$ cat src/rtl/sdm_pkg.sv
package sdm_pkg;
    localparam int STAGES     = 3;
    localparam int RND_W      = 21;
    localparam int RND_TAP    = 18;
    localparam int OFS_W      = 4;
endpackage

$ cat src/rtl/sdm_mod_acc.sv
module sdm_mod_acc #(
    parameter int W = 12
) (
    input  logic         clk,
    input  logic         rst_n,
    input  logic         clr,
    input  logic [W-1:0] modv,
    input  logic [W:0]   din,
    output logic         carry,
    output logic [W-1:0] resid
);
    logic [W-1:0] acc_d, acc_q;
    logic [W:0]   sum;
    logic [W:0]   wrapped;

    always_comb begin
        sum     = {1'b0, acc_q} + din;
        wrapped = sum - {1'b0, modv};
        carry   = (sum >= {1'b0, modv});
        resid   = carry ? wrapped[W-1:0] : sum[W-1:0];
        acc_d   = clr ? '0 : resid;
    end

    always_ff @(posedge clk or negedge rst_n) begin
        if (!rst_n) acc_q <= '0;
        else        acc_q <= acc_d;
    end

    // stored residue never reaches the modulus
    p_resid_below_mod_r3: assert property (@(posedge clk) disable iff (!rst_n)
        acc_q < modv);
endmodule

$ cat src/rtl/sdm_rnd.sv
module sdm_rnd
    import sdm_pkg::*;
(
    input  logic clk,
    input  logic rst_n,
    input  logic clr,
    output logic bit_out
);
    logic [RND_W-1:0] sr_d, sr_q;

    always_comb begin
        bit_out = sr_q[RND_W-1];
        sr_d    = {sr_q[RND_W-2:0], sr_q[RND_W-1] ^ sr_q[RND_TAP]};
        if (clr) sr_d = RND_W'(1);
    end

    always_ff @(posedge clk or negedge rst_n) begin
        if (!rst_n) sr_q <= RND_W'(1);
        else        sr_q <= sr_d;
    end

    // the shift register never falls into the all-zero lock state
    p_rnd_nonzero_r8: assert property (@(posedge clk) disable iff (!rst_n)
        sr_q != '0);
endmodule

$ cat src/rtl/sdm_shaper.sv
module sdm_shaper
    import sdm_pkg::*;
(
    input  logic                    clk,
    input  logic                    rst_n,
    input  logic                    clr,
    input  logic [STAGES-1:0]       carry,
    output logic signed [OFS_W-1:0] y
);
    typedef struct packed {
        logic [OFS_W-1:0] y;
        logic             c2z;
        logic             c3z1;
        logic             c3z2;
    } shp_t;

    shp_t st_d, st_q;

    always_comb begin
        st_d.y    = {3'b000, carry[0]}
                  + {3'b000, carry[1]} - {3'b000, st_q.c2z}
                  + {3'b000, carry[2]} - {2'b00, st_q.c3z1, 1'b0}
                  + {3'b000, st_q.c3z2};
        st_d.c2z  = carry[1];
        st_d.c3z1 = carry[2];
        st_d.c3z2 = st_q.c3z1;
        if (clr) st_d = '0;
    end

    always_ff @(posedge clk or negedge rst_n) begin
        if (!rst_n) st_q <= '0;
        else        st_q <= st_d;
    end

    assign y = $signed(st_q.y);

    // offset stays in the third-order cascade range
    p_out_range_r1: assert property (@(posedge clk) disable iff (!rst_n)
        (y >= -4'sd3) && (y <= 4'sd4));
    // a load edge leaves a zero offset behind it
    p_load_zero_r2: assert property (@(posedge clk) disable iff (!rst_n)
        clr |=> (y == 4'sd0));
endmodule

$ cat src/rtl/mash_sdm.sv
module mash_sdm
    import sdm_pkg::*;
#(
    parameter int W          = 12,
    parameter int DITHER_MIN = 50
) (
    input  logic                    clk,
    input  logic                    rst_n,
    input  logic                    load,
    input  logic [W-1:0]            frac_in,
    input  logic [W-1:0]            mod_in,
    input  logic                    dither_en,
    output logic signed [OFS_W-1:0] offset_out
);
    typedef struct packed {
        logic [W-1:0] frac;
        logic [W-1:0] modv;
        logic         dith;
    } cfg_t;

    cfg_t         cfg_d, cfg_q;
    logic [W-1:0] mod_clamped;
    logic         rnd_bit;
    logic [W:0]   stage_in [STAGES];
    logic [W-1:0] resid    [STAGES];
    logic [STAGES-1:0] carry;

    always_comb begin
        mod_clamped = (mod_in < W'(2)) ? W'(2) : mod_in;
        cfg_d       = cfg_q;
        if (load) begin
            cfg_d.frac = frac_in;
            cfg_d.modv = mod_clamped;
            cfg_d.dith = dither_en && (mod_clamped >= W'(DITHER_MIN));
        end
    end

    always_ff @(posedge clk or negedge rst_n) begin
        if (!rst_n) cfg_q <= '{frac: '0, modv: W'(2), dith: 1'b0};
        else        cfg_q <= cfg_d;
    end

    sdm_rnd u_rnd (
        .clk     (clk),
        .rst_n   (rst_n),
        .clr     (load),
        .bit_out (rnd_bit)
    );

    assign stage_in[0] = {1'b0, cfg_q.frac} + {{W{1'b0}}, (cfg_q.dith & rnd_bit)};

    for (genvar g = 0; g < STAGES; g++) begin : g_stage
        if (g > 0) begin : g_chain
            assign stage_in[g] = {1'b0, resid[g-1]};
        end
        sdm_mod_acc #(.W(W)) u_acc (
            .clk   (clk),
            .rst_n (rst_n),
            .clr   (load),
            .modv  (cfg_q.modv),
            .din   (stage_in[g]),
            .carry (carry[g]),
            .resid (resid[g])
        );
    end

    sdm_shaper u_shp (
        .clk   (clk),
        .rst_n (rst_n),
        .clr   (load),
        .carry (carry),
        .y     (offset_out)
    );

    // dither is only active with a large enough modulus
    p_dither_guard_r9: assert property (@(posedge clk) disable iff (!rst_n)
        cfg_q.dith |-> (cfg_q.modv >= W'(DITHER_MIN)));
    // zero numerator without dither gives integer-N behaviour
    p_zero_frac_r5: assert property (@(posedge clk) disable iff (!rst_n)
        ((cfg_q.frac == '0) && !cfg_q.dith) |-> (offset_out == 4'sd0));
    // modulus held in the configuration is never below 2
    p_mod_floor_r3: assert property (@(posedge clk) disable iff (!rst_n)
        cfg_q.modv >= W'(2));
endmodule

$ cat config.mk
export PLATFORM = sky130hd
export DESIGN_NAME = mash_sdm
export DESIGN_NICKNAME = d
export VERILOG_FILES = /design/src/rtl/sdm_pkg.sv /design/src/rtl/sdm_mod_acc.sv /design/src/rtl/sdm_rnd.sv /design/src/rtl/sdm_shaper.sv /design/src/rtl/mash_sdm.sv
export SDC_FILE = /design/constraint.sdc
export NUM_CORES = 1
export LEC_CHECK = 0
export BUFFER_PORTS_ARGS = -buffer_cell sky130_fd_sc_hd__buf_2
export CORE_MARGIN = 4
export CORE_UTILIZATION = 57
export CTS_CLUSTER_SIZE = 20
export DETAILED_ROUTE_END_ITERATION = 16
export PLACE_DENSITY = 0.78
export SYNTH_ARGS = -nofsm -noshare
export SYNTH_HDL_FRONTEND = slang
export SYNTH_SLANG_ARGS = --single-unit
$ cat constraint.sdc
create_clock -name clk -period 9.8 [get_ports clk]
set_input_delay 0.49 -clock clk [delete_from_list [all_inputs] [get_ports clk]]
set_output_delay 0.49 -clock clk [all_outputs]
set_load 0.01 [all_outputs]
==> impl_metrics.json <==
{
  "run_status": "complete, but fails checks",
  "violations": "negative setup slack",
  "die_h_um": 120,
  "fin_tns_setup_ns": -0.568,
  "syn_avg_cell_area_um2": 9.00,
  "hold_path.class": "primary input to asynchronous set/reset pin",
  "synth-async-reset-ratio_pct": 100,
  "core-area_um2": 12100,
  "antenna_found_initial": 1,
  "fin_nets": 1083,
  "clk_path_buf_depth": 2,
  "post_drt_wl_per_cell_um": 18.7,
  "dieWidth_um": 120,
  "ys_ff_latch": 89,
  "startpoint_type": "flop",
  "synth-seq-area-share_pct": 31.4,
  "cp-end-kind": "flop",
  "period_share_pct": 102,
  "dp_cells": 1104,
  "synth-edff-count": 0,
  "start_util_pct": 58.6,
  "root_buffer": "clkbuf_16",
  "clk_latency_ns": 0.36,
  "clkSinkCount": 89,
  "setup_ws_ns": -0.240,
  "final_cells": 1144,
  "h-tree-depth": 3,
  "synth_top_area_cell": "dfrtp_1",
  "fin_skew_ns": 0.00868,
  "synth_top_area_share_pct": 30.7,
  "first_pass_iters": 5,
  "yosys-top-cells-area": "dfrtp_1 (31%), ha_1 (13%), a21oi_1 (3.9%), xnor2_1 (3.6%), nor2b_1 (3.3%)",
  "ios": 32,
  "grt_pass1_wl_mm": 34.5,
  "detail-route-antenna-nets": 0,
  "dp_worst_setup_slack_ns": -0.456,
  "drv_slew": 0,
  "worstMarginPinSlew_ns": 0.722,
  "grt_overflow": 0,
  "first_global_vias": 6819,
  "crit_path_top_delay_cell": "a2111oi_4",
  "die_area_um2": 14300,
  "grtUsageTotal_pct": 30.7,
  "first_iter_violations": 520,
  "layout_min_cycle_time_ns": 10.04,
  "diodes": 0,
  "final-hold-violation-count": 0,
  "vias": 6751,
  "path_clk_slew_ns": 0.08,
  "syn_nets": 901,
  "syn2layout_area_growth_pct": 30.4,
  "portBuffers": 31,
  "mappedNetlistArea_um2": 7100,
  "rows": 40,
  "path_max_fanout": 10,
  "syn_inst": 789,
  "ys_warn_count": 0,
  "viasPerCell": 5.90,
  "dpl.hpwl_mm": 15.7,
  "layout-drive-gt1-share_pct": 32.1,
  "max_slew_margin_pct": 51.9,
  "cts_made_buffers": 9,
  "crit_required_ns": 10.03,
  "setup_violations": 3,
  "path_class": "flop to flop",
  "grt_start_max_net_pins": 58,
  "maxCapViolCount": 0,
  "rsz0062_at_grt": "true",
  "whs_ns": 0.0947,
  "critPathArrivalTime_ns": 10.27,
  "drc": 0,
  "max_clock_freq_mhz": 99.6,
  "gp_congestion": 0.968,
  "netlist-cell-type-count": 74,
  "slowest_delay_ns": 0.40,
  "drt_wl_total_mm": 21.4,
  "cts_tree": "yes",
  "synth_top_flop_cell": "dfrtp_1"
}
## metal layers
layer	up-vias	global-route usage, %	part of all wire (%)
li1	3231	-	-
met1	3191	38.2	42
met2	247	50.2	47
met3	80	6.55	6.5
met4	2	16.2	5.3
met5	-	0	0.033
## repair_timing
action,CTS,global route
setup buffers,18,6
resized for setup,42,22
setup endpoints to repair,13,17
hold buffers,0,0
pin swaps,17,18
## through the flow
step	instance area, um^2	utilization (%)
floorplan	7160	-
global placement	8460	69.9
detailed placement	8460	69.9
CTS	9090	75.0
global route	9260	76.5
finish	9260	76.5
## critical path: cells and delay by family (launching register included)
family / cells / cell delay, ns
AND/OR/NAND/NOR: 15 / 1.97
flip-flops: 1 / 0.35
adder cells (fa/ha/maj): 11 / 3.17
buffers and inverters: 6 / 0.58
AO/OA/AOI/OAI: 18 / 3.48
XOR/XNOR: 2 / 0.31
## area by class of cell
type	instances	area, um^2
clock buffer	9	225
clock inverter	7	81.3
fill	854	2850
inverter	55	206
multi-input combinational	617	4860
sequential	89	2230
tap	168	210
timing repair buffer	199	1440
## layout by cell type, fill, tap and decap left out, types with 6 or more instances in the layout
cell       netlist  layout
or3_1            7       6
nor2_1          41      38
a21o_1          14      14
and3_1           8       8
a211o_1          7       7
nand3_1         31      31
buf_2            4      30
xnor2_1         29      26
a21oi_2          7      13
o21ai_0         33      31
inv_1           55      50
ha_1            75      66
nor3_1          22      17
o21ai_1         21      18
nor2b_1         37      33
dfrtp_1         87      87
mux2_2          14      14
o211ai_1         6       6
o21a_1          19      19
a211oi_1        12      10
nand2_1         54      53
xor2_1          11       9
ha_4             0       6
nand4_1          6       6
a21oi_1         55      49
buf_4            8     165
clkbuf_16        0       9
## sequential cells by signal, summed over array words and instances, names as in the netlist
name                 count
cfg_q                   25
g_stage.u_acc.acc_q     36
u_rnd.sr_q              21
u_shp.st_q               3
u_shp.y                  4
## logic make-up (layout without fill, tap and decap cells)
logic type / after synthesis / in the layout / share of synthesized area, %
XOR/XNOR: 40 / 40 / 4.93
multiplexers: 17 / 17 / 2.64
flip-flops: 89 / 89 / 31.4
adder cells (fa/ha/maj): 84 / 84 / 15.8
AO/OA/AOI/OAI: 243 / 243 / 23.8
buffers and inverters: 83 / 270 / 4.99
AND/OR/NAND/NOR: 233 / 233 / 16.5
## final timing paths
check                          startpoint                        end  slack, ns  depth (start not counted)
setup / recovery                 cfg_q[0]                 u_shp.y[2]      -0.24                         52
hold / removal                      rst_n                  cfg_q[20]       0.09                          1
setup reg to reg                 cfg_q[0]                 u_shp.y[2]      -0.24                         52
hold reg to reg            u_rnd.sr_q[19]             u_rnd.sr_q[20]       0.47                          1
max in group asynchronous           rst_n  g_stage[2].u_acc.acc_q[8]       8.67                          2
min in group clk                mod_in[3]                   cfg_q[4]       0.35                          3
## synthesized netlist by cell type, types with 5 or more instances
cell type  count
xnor2_1       29
and3_1         8
xor2_1        11
ha_1          75
mux2_2        14
nor4_1         6
inv_1         55
o211ai_1       6
a211o_1        7
a21boi_0       5
nand4_1        6
a21oi_1       55
fa_1           9
dfrtp_1       87
a31oi_1        5
nor2_1        41
a211oi_1      12
nand3b_1       5
a21o_1        14
o22ai_1        5
o31a_1         5
o21a_1        19
o21ai_0       33
nor3_1        22
o21ai_1       21
nor2b_1       37
or3_1          7
nand2_1       54
buf_4          8
nand3_1       31
a22o_1         5
a21oi_2        7
clkbuf_1      15
Power is not shown: default switching activity piles up to over one toggle a cycle in this logic, so the estimate is an artifact.
